$ cat config.mk
export PLATFORM = sky130hd
export DESIGN_NAME = fbr_order_ctrl
export DESIGN_NICKNAME = d
export VERILOG_FILES = /design/src/rtl/fbr_pkg.sv /design/src/rtl/fbr_occ_counter.sv /design/src/rtl/fbr_cpu_arb.sv /design/src/rtl/fbr_pci_arb.sv /design/src/rtl/fbr_order_ctrl.sv
export SDC_FILE = /design/constraint.sdc
export NUM_CORES = 1
export LEC_CHECK = 0
export BUFFER_PORTS_ARGS = -buffer_cell sky130_fd_sc_hd__buf_2
export CAP_MARGIN = 25
export CORE_UTILIZATION = 40
export CTS_BUF_LIST = sky130_fd_sc_hd__clkbuf_4 sky130_fd_sc_hd__clkbuf_8
export DETAILED_ROUTE_END_ITERATION = 16
export HOLD_SLACK_MARGIN = 0.08
export PLACE_DENSITY = 0.73
export SYNTH_ARGS = -nofsm -noshare
export SYNTH_HDL_FRONTEND = slang
export SYNTH_SLANG_ARGS = --single-unit
$ cat constraint.sdc
create_clock -name clk -period 1.95 [get_ports clk]
set_input_delay 0.0975 -clock clk [delete_from_list [all_inputs] [get_ports clk]]
set_output_delay 0.0975 -clock clk [all_outputs]
set_load 0.02 [all_outputs]
$ cat src/rtl/fbr_pkg.sv
`timescale 1ns/1ps
package fbr_pkg;

    // Processor-side transaction phase
    typedef enum logic [1:0] {
        PH_IDLE   = 2'd0,
        PH_SETTLE = 2'd1,
        PH_DECIDE = 2'd2
    } phase_e;

    // Direction index for the posted-write counters
    localparam int DIR_TO_PCI = 0;
    localparam int DIR_TO_CPU = 1;
    localparam int NUM_DIR    = 2;

endpackage

$ cat src/rtl/fbr_occ_counter.sv
`timescale 1ns/1ps
module fbr_occ_counter #(
    parameter int DEPTH = 4,
    localparam int CW   = $clog2(DEPTH + 1)
) (
    input  logic          clk,
    input  logic          rst_n,
    input  logic          push,
    input  logic          pop,
    output logic          empty,
    output logic [CW-1:0] count
);

    logic [CW-1:0] count_d, count_q;

    always_comb begin
        count_d = count_q;
        if (push && !pop)      count_d = count_q + CW'(1);
        else if (pop && !push) count_d = count_q - CW'(1);
    end

    always_ff @(posedge clk) begin
        if (!rst_n) count_q <= '0;
        else        count_q <= count_d;
    end

    assign empty = (count_q == '0);
    assign count = count_q;

    // coincident push and pop keep the occupancy
    p_same_cycle_r8: assert property (@(posedge clk) disable iff (!rst_n)
        (push && pop) |=> $stable(count_q))
        else $error("count moved on push+pop");

    p_no_overflow_r8: assert property (@(posedge clk) disable iff (!rst_n)
        (push && !pop) |-> (count_q != CW'(DEPTH)))
        else $error("push into full FIFO");

    p_no_underflow_r8: assert property (@(posedge clk) disable iff (!rst_n)
        (pop && !push) |-> (count_q != '0))
        else $error("pop from empty FIFO");

endmodule

$ cat src/rtl/fbr_cpu_arb.sv
`timescale 1ns/1ps
module fbr_cpu_arb
    import fbr_pkg::*;
#(
    parameter int SETTLE_CYC = 3,
    localparam int SW = (SETTLE_CYC > 1) ? $clog2(SETTLE_CYC) : 1
) (
    input  logic clk,
    input  logic rst_n,
    input  logic flush_en,
    input  logic start,
    input  logic is_read,
    input  logic is_reg,
    input  logic to_pci_empty,
    input  logic to_cpu_empty,
    output logic hold,
    output logic retry,
    output logic go
);

    typedef struct packed {
        phase_e        phase;
        logic [SW-1:0] settle;
    } cpu_st_t;

    cpu_st_t st_d, st_q;
    logic    dec_retry, dec_hold;

    // Decision terms, meaningful only in the decide phase
    always_comb begin
        dec_retry = 1'b0;
        dec_hold  = 1'b0;
        if (is_reg) begin
            dec_hold = !to_pci_empty;
        end else if (is_read && flush_en) begin
            dec_retry = !to_cpu_empty;
            dec_hold  = !to_pci_empty && to_cpu_empty;
        end
    end

    always_comb begin
        st_d = st_q;
        case (st_q.phase)
            PH_IDLE: if (start) begin
                st_d.phase  = PH_SETTLE;
                st_d.settle = SW'(SETTLE_CYC - 1);
            end
            PH_SETTLE: begin
                if (st_q.settle == '0) st_d.phase  = PH_DECIDE;
                else                   st_d.settle = st_q.settle - SW'(1);
            end
            PH_DECIDE: if (!dec_hold) st_d.phase = PH_IDLE;
            default: st_d.phase = PH_IDLE;
        endcase
    end

    always_ff @(posedge clk) begin
        if (!rst_n) begin
            st_q.phase  <= PH_IDLE;
            st_q.settle <= '0;
        end else begin
            st_q <= st_d;
        end
    end

    assign hold  = (st_q.phase == PH_SETTLE) || ((st_q.phase == PH_DECIDE) && dec_hold);
    assign retry = (st_q.phase == PH_DECIDE) && dec_retry;
    assign go    = (st_q.phase == PH_DECIDE) && !dec_retry && !dec_hold;

    p_settle_wait_r4: assert property (@(posedge clk) disable iff (!rst_n)
        (st_q.phase == PH_IDLE && start) |=> (hold && !go && !retry))
        else $error("decision before decode settled");

    p_retry_prio_r3: assert property (@(posedge clk) disable iff (!rst_n)
        (st_q.phase == PH_DECIDE && !is_reg && is_read && flush_en && !to_cpu_empty)
        |-> (retry && !hold))
        else $error("retry not given priority");

    p_reg_hold_r7: assert property (@(posedge clk) disable iff (!rst_n)
        (st_q.phase == PH_DECIDE && is_reg && !to_pci_empty) |-> (hold && !retry))
        else $error("register access not held");

    p_off_go_r1: assert property (@(posedge clk) disable iff (!rst_n)
        (st_q.phase == PH_DECIDE && !is_reg && !flush_en) |-> go)
        else $error("disabled flush still blocked");

    p_onehot_cpu_r9: assert property (@(posedge clk) disable iff (!rst_n)
        $onehot0({hold, retry, go}))
        else $error("processor outputs not one-hot");

    p_end_pulse_r9: assert property (@(posedge clk) disable iff (!rst_n)
        (go || retry) |=> (!go && !retry))
        else $error("go/retry longer than one cycle");

endmodule

$ cat src/rtl/fbr_pci_arb.sv
`timescale 1ns/1ps
module fbr_pci_arb (
    input  logic clk,
    input  logic rst_n,
    input  logic flush_en,
    input  logic rd_req,
    input  logic cfg_req,
    input  logic to_pci_empty,
    input  logic to_cpu_empty,
    output logic hold,
    output logic go
);

    logic busy_any, hold_d;

    always_comb begin
        busy_any = !to_pci_empty || !to_cpu_empty;
        hold_d   = 1'b0;
        if (cfg_req)     hold_d = busy_any;
        else if (rd_req) hold_d = flush_en && !to_cpu_empty;
    end

    assign hold = hold_d;
    assign go   = (cfg_req || rd_req) && !hold_d;

    p_cfg_hold_r6: assert property (@(posedge clk) disable iff (!rst_n)
        (cfg_req && (!to_pci_empty || !to_cpu_empty)) |-> (hold && !go))
        else $error("config cycle not deferred");

    p_rd_hold_r5: assert property (@(posedge clk) disable iff (!rst_n)
        (rd_req && !cfg_req && flush_en && !to_cpu_empty) |-> hold)
        else $error("PCI read not held");

    p_onehot_pci_r9: assert property (@(posedge clk) disable iff (!rst_n)
        $onehot0({hold, go}))
        else $error("PCI outputs not one-hot");

endmodule

$ cat src/rtl/fbr_order_ctrl.sv
`timescale 1ns/1ps
module fbr_order_ctrl
    import fbr_pkg::*;
#(
    parameter int DEPTH      = 4,
    parameter int SETTLE_CYC = 3
) (
    input  logic clk,
    input  logic rst_n,
    input  logic cpu_flush_en,
    input  logic pci_flush_en,
    input  logic cpu_start,
    input  logic cpu_is_read,
    input  logic cpu_is_reg,
    input  logic pci_rd_req,
    input  logic pci_cfg_req,
    input  logic to_pci_push,
    input  logic to_pci_pop,
    input  logic to_cpu_push,
    input  logic to_cpu_pop,
    output logic cpu_wait,
    output logic cpu_retry,
    output logic cpu_go,
    output logic pci_wait,
    output logic pci_go
);

    localparam int CW = $clog2(DEPTH + 1);

    logic [NUM_DIR-1:0] push_v, pop_v, empty_v;
    logic [CW-1:0]      count_v [NUM_DIR];

    assign push_v[DIR_TO_PCI] = to_pci_push;
    assign pop_v [DIR_TO_PCI] = to_pci_pop;
    assign push_v[DIR_TO_CPU] = to_cpu_push;
    assign pop_v [DIR_TO_CPU] = to_cpu_pop;

    for (genvar g = 0; g < NUM_DIR; g++) begin : g_dir
        fbr_occ_counter #(.DEPTH(DEPTH)) u_cnt (
            .clk   (clk),
            .rst_n (rst_n),
            .push  (push_v[g]),
            .pop   (pop_v[g]),
            .empty (empty_v[g]),
            .count (count_v[g])
        );
    end

    fbr_cpu_arb #(.SETTLE_CYC(SETTLE_CYC)) u_cpu (
        .clk          (clk),
        .rst_n        (rst_n),
        .flush_en     (cpu_flush_en),
        .start        (cpu_start),
        .is_read      (cpu_is_read),
        .is_reg       (cpu_is_reg),
        .to_pci_empty (empty_v[DIR_TO_PCI]),
        .to_cpu_empty (empty_v[DIR_TO_CPU]),
        .hold         (cpu_wait),
        .retry        (cpu_retry),
        .go           (cpu_go)
    );

    fbr_pci_arb u_pci (
        .clk          (clk),
        .rst_n        (rst_n),
        .flush_en     (pci_flush_en),
        .rd_req       (pci_rd_req),
        .cfg_req      (pci_cfg_req),
        .to_pci_empty (empty_v[DIR_TO_PCI]),
        .to_cpu_empty (empty_v[DIR_TO_CPU]),
        .hold         (pci_wait),
        .go           (pci_go)
    );

    // a flushing processor read never proceeds over a non-empty PCI-bound FIFO
    p_rd_drain_r2: assert property (@(posedge clk) disable iff (!rst_n)
        (cpu_go && cpu_flush_en && cpu_is_read && !cpu_is_reg) |-> (count_v[DIR_TO_PCI] == '0))
        else $error("read passed posted writes");

endmodule

; Word level (Yosys, flattened, before mapping)
; Index checks and enable logic that the tools add are counted.
[totals]
reg_bits = 10
latchBits = 0
mem_bits_rw = 0
mem_bits_ro = 0
out_inout_bits = 5
elab_cells = 64
mem_count = 0
[classes]
addsub = 5
mul = 0
n_div = 0
n_lt_le_gt_ge = 0
eq_ne = 6
shifts = 0
muxes = 16
bitwise = 0
n_reduce_logical = 33
[ops]
columns = op, n
row1 = logical AND 1 bit, 12
row2 = two-way mux 3 bit, 4
row3 = zero test 1 bit, 9
row4 = adder 3 x 1 -> 3 bit (second input constant), 2
row5 = zero test 3 bit, 2
row6 = two-way mux 1 bit, 6
row7 = two-way mux 2 bit, 3
row8 = inequality test 2 bit (second input constant), 3
row9 = case mux 2 bit (3 select lines), 1
row10 = AND reduction 3 bit, 2
row11 = nonzero test 2 bit, 3
row12 = subtractor 3 x 1 -> 3 bit (second input constant), 2
row13 = zero test 2 bit, 2
row14 = two-way mux 4 bit, 1
row15 = case mux 2 bit (2 select lines), 1
row16 = logical OR 1 bit, 3
row17 = equality test 2 x 1 -> 1 bit (second input constant), 1
row18 = equality test 2 bit (second input constant), 1
row19 = inequality test 2 x 1 -> 1 bit (second input constant), 1
row20 = subtractor 2 x 1 -> 2 bit (second input constant), 1

; Longest topological paths before layout
[logic_depth]
word_depth = 7
depth_mapped = 7
ltp_nobuf = 7

; Modules after synthesis
; From an unflattened synthesis, not the netlist that was laid out.
[hier_totals]
cells_unflattened = 68
area_unflattened_um2 = 618.1
[by_module_without_submodules]
columns = mod, n_inst, cells_each, area_each_um2, seq_area_each_um2
row1 = fbr_occ_counter, 2, 16, 163.9, 60.1
row2 = fbr_cpu_arb, 1, 30, 252.7, 80.1
row3 = fbr_pci_arb, 1, 6, 37.5, 0.0

; Worst setup path after synthesis
; Ideal clock, no wire load.
[synth_path]
kind = register to register
startpoint = register g_dir[1].u_cnt.count_q[0]
endpoint = register g_dir[1].u_cnt.count_q[2]
setup_ns = 0.073
t_arrival_ns = 1.357
t_required_ns = 1.877
path_slack_ns = 0.520
stages_incl_launch_ff = 5
path_buffers = 0
period_less_slack_ns = 1.430
path_cell_list = dfxtp_1 -> fa_1 -> xor2_1 -> or3_1 -> a21oi_1
[synth_between]
elab_chain_len = 3
[synth_lines]
columns = item, line
row1 = from (decl), fbr_occ_counter.sv:14  ; logic [CW-1:0] count_d, count_q;
row2 = from (signal assigned), fbr_occ_counter.sv:24  ; else count_q <= count_d;
row3 = subtractor 3 x 1 -> 3 bit, fbr_occ_counter.sv:19  ; else if (pop && !push) count_d = count_q - CW'(1);
row4 = two-way mux 3 bit, fbr_occ_counter.sv:19
row5 = two-way mux 3 bit *, fbr_occ_counter.sv:18  ; if (push && !pop) count_d = count_q + CW'(1);
; Mark *: on every way between the ends. The rest lies on a longest branch, timed or not. The select of a mux whose other input is x is not followed.
; A chain may end at the register's enable or synchronous reset.

; Worst setup path after layout
[layout_path]
startpoint = register g_dir[0].u_cnt.count_q[0]
endpoint = output cpu_go
[layout_between]
elab_chain_len = 7
[layout_lines]
columns = item, line
row1 = from (decl), fbr_occ_counter.sv:14
row2 = from (signal assigned), fbr_occ_counter.sv:24
row3 = zero test 3 bit *, fbr_occ_counter.sv:27  ; assign empty = (count_q == '0);
row4 = zero test 1 bit *, "fbr_cpu_arb.sv:34, fbr_cpu_arb.sv:37"
row5 = logical AND 1 bit, fbr_cpu_arb.sv:37  ; dec_hold = !to_pci_empty && to_cpu_empty;
row6 = two-way mux 1 bit, fbr_cpu_arb.sv:35  ; end else if (is_read && flush_en) begin
row7 = two-way mux 1 bit *, fbr_cpu_arb.sv:33  ; if (is_reg) begin
row8 = zero test 1 bit *, -
row9 = logical AND 1 bit *, fbr_cpu_arb.sv:68  ; assign go = (st_q.phase == PH_DECIDE) && !dec_retry && !dec_hold;
row10 = to (decl), fbr_order_ctrl.sv:23  ; output logic cpu_go,
; Mark *: on every way between the ends. The rest lies on a longest branch, timed or not.

==> flow_summary.toml <==
[clock_network]
cts_resized = 0
cts_root_buf = "clkbuf_4"
tritoncts = "done"
path_clk_slew_ns = 0.06
hold_buffers = 0
cts-buffers-inserted = 3
clock_sinks = 10
htree_num_levels = 1
cts_buffer_depth = 2
postCtsSetupBuffers = 0
clkLatencyLatePin_ns = 0.26

[place]
place_inst = 102
dpl_cell_area_sq_um = 731
dp_hpwl_um = 852
numPortBuffers = 17
gp_congestion = 0.662

[synth]
synth_seq_cells = 10
synth.distinct_cells = 26
yosysMostFrequentCell = "dfxtp_1"
synth_fp_nets = 88
seq_area_frac_synth_pct = 31.9
synth_largest_area_cell = "dfxtp_1"
postSynth.asyncResetShare_pct = 0
ys.flop_type = "dfxtp_1"
synth_top_area_share_pct = 31.9
netlist_instances = 70
synth_warnings = 0
syn-cell-area_sq_um = 627
synthTopCellsByCount = "10 x dfxtp_1, 7 x inv_1, 5 x nor2_1, 5 x o21ai_0"
synth_edf_count = 0
synth_area_leaders = "dfxtp_1 32%, fa_1 6.4%, ha_1 6.0%"
avgSynthCellArea_sq_um = 8.96

[final_layout]
fill_cells = 130
seq_area_sq_um = 200
final_nets = 110
drive_gt1_share_pct = 27.5
fin_cells = 106
diodes = 0
multi_input_area_sq_um = 397
syn2layout_area_growth_pct = 22.4
final_area_sq_um = 767

[sta]
tightest_slew_ns = 0.289
min_period_ns = 1.57
finalSetupViolCount = 0
rsz0062_at_grt = "false"
fin_crit_sh_pct = 80.5
finClkSkew_ns = 0.00149
hold_viol = 0
fmax_mhz = 637
relSlewSlack_pct = 80.6
setup_tns_ns = 0
drv_slew = 0

[grt]
grt_max_degree = 11
grt.total_usage_pct = 13.8
grt_pass1_wl_um = 1840
grt_overflow = 0
antenna_found_initial = 0
grt_pass1_vias = 473

[run_status]
status = "complete, no violations"

[floorplanning]
die-area_sq_um = 1730
die_h_um = 41.6
num_rows = 13
core_area_sq_um = 1380
start_util_pct = 45.3
die_w_um = 41.6
ios = 18

[critical_path]
r2r_slack_ns = 0.45
reg2reg_from = "g_dir[1].u_cnt.count[0]"
crit_path_top_delay_cell = "or3_1"
rr_endpoint = "g_dir[1].u_cnt.count[2]"
crit_chain = "or3_1, o211ai_2, nor3b_2, buf_2"
path_max_fanout = 4
reg2reg_depth = 4
arrival_ns = 1.47
cp-end-kind = "output pin"
cp_slowest_stage_delay_ns = 0.39
worst_ep_required_time_ns = 1.85
path_buf_inv = 1
crit_family = "simple AND/OR/NAND/NOR gates"
critical_path_class = "flop to output pin"
crit_path_start_kind = "flop"

[routing]
drtAntennaViolNets = 0
drt_iter0_markers = 3
routed_wirelength_um = 1020
via_per_inst = 5.16
route.detailed.drc = 0
drtPass1Iterations = 3
vias = 547
wl_per_cell_um = 9.65

[worst_hold_path]
hp-class = "primary input to flop"
hold_end = "u_cpu.st_q[3]"
hp-start = "rst_n"
worstHoldPathCells = 3

[pwr]
p_per_area_nw_per_um2 = 878
power.leakage_nw = 0.363
peakVddDrop_mv = 0.386
power.total_mw = 0.673

[job]
cap_violations = 0
-- through the flow --
step / hold WS (ns) / util [%] / worst slack (ns)
5_1_grt: 0.117 / 55.5 / 0.283
3_5_place_dp: 0.390 / 52.9 / 0.400
3_3_place_gp: 0.376 / 52.9 / 0.462
2_1_floorplan: 0.257 / - / 0.520
6_report: 0.110 / 55.5 / 0.381
4_1_cts: 0.115 / 55.5 / 0.368
-- cells in the final DEF (no fill, tap or decap), types with 4 or more instances in the layout --
cell / instances
dfxtp_1: 10
o21ai_0: 5
nor2_1: 5
inv_1: 7
nand2_1: 4
nor3_1: 4
buf_2: 17
xor2_1: 4
-- report_power, final --
part | total [mW] | switching (mW) | internal (mW) | leakage [nW]
clock network | 0.181 | 0.0676 | 0.113 | 0.0210
logic | 0.222 | 0.116 | 0.106 | 0.259
registers | 0.270 | 0.0355 | 0.235 | 0.0827
-- worst register-to-register path, cell delays in order (launching register included) --
cell     delay (ns)
dfxtp_1        0.36
fa_1           0.44
xor2_1         0.18
or3_1          0.30
a21oi_1        0.14
-- worst max path at each step --
stage | start | to | slack (ns) | cells after the start
6_report | g_dir[0].u_cnt.count[0] | cpu_go | 0.38 | 4
4_1_cts | g_dir[0].u_cnt.count[0] | cpu_go | 0.37 | 4
3_3_place_gp | to_cpu_pop | g_dir[1].u_cnt.count[2] | 0.46 | 8
2_1_floorplan | g_dir[1].u_cnt.count[0] | g_dir[1].u_cnt.count[2] | 0.52 | 4
3_5_place_dp | to_cpu_pop | g_dir[1].u_cnt.count[2] | 0.40 | 8
5_1_grt | g_dir[0].u_cnt.count[0] | cpu_go | 0.28 | 4
-- cell families (layout without fill, tap and decap cells) --
family,after synthesis,count (layout),synth area share (%)
simple gates,25,25,23.0
compound gates,15,15,17.6
flops,10,10,31.9
buf+inv,8,29,4.79
fa+ha+maj,5,5,12.4
xor+xnor,4,4,5.59
mux,3,3,4.79
-- sequential cells by signal (all words and copies together) (netlist names) --
name,flops
g_dir.u_cnt.count,6
u_cpu.st_q,4
-- cell type report --
cell class	count	area share, %
multi-input combinational	52	51.7
sequential	10	26.1
timing repair buffer	17	11.1
clock buffer	4	4.73
inverter	8	3.92
tap	15	2.45
-- layer usage --
layer	track usage, %	part of all wire, %
met1	17.5	46
met2	20.9	48
met3	2.61	4.5
met4	9.68	1.7
met5	0	0
No activity file was read; power rests on OpenSTA's default activity.
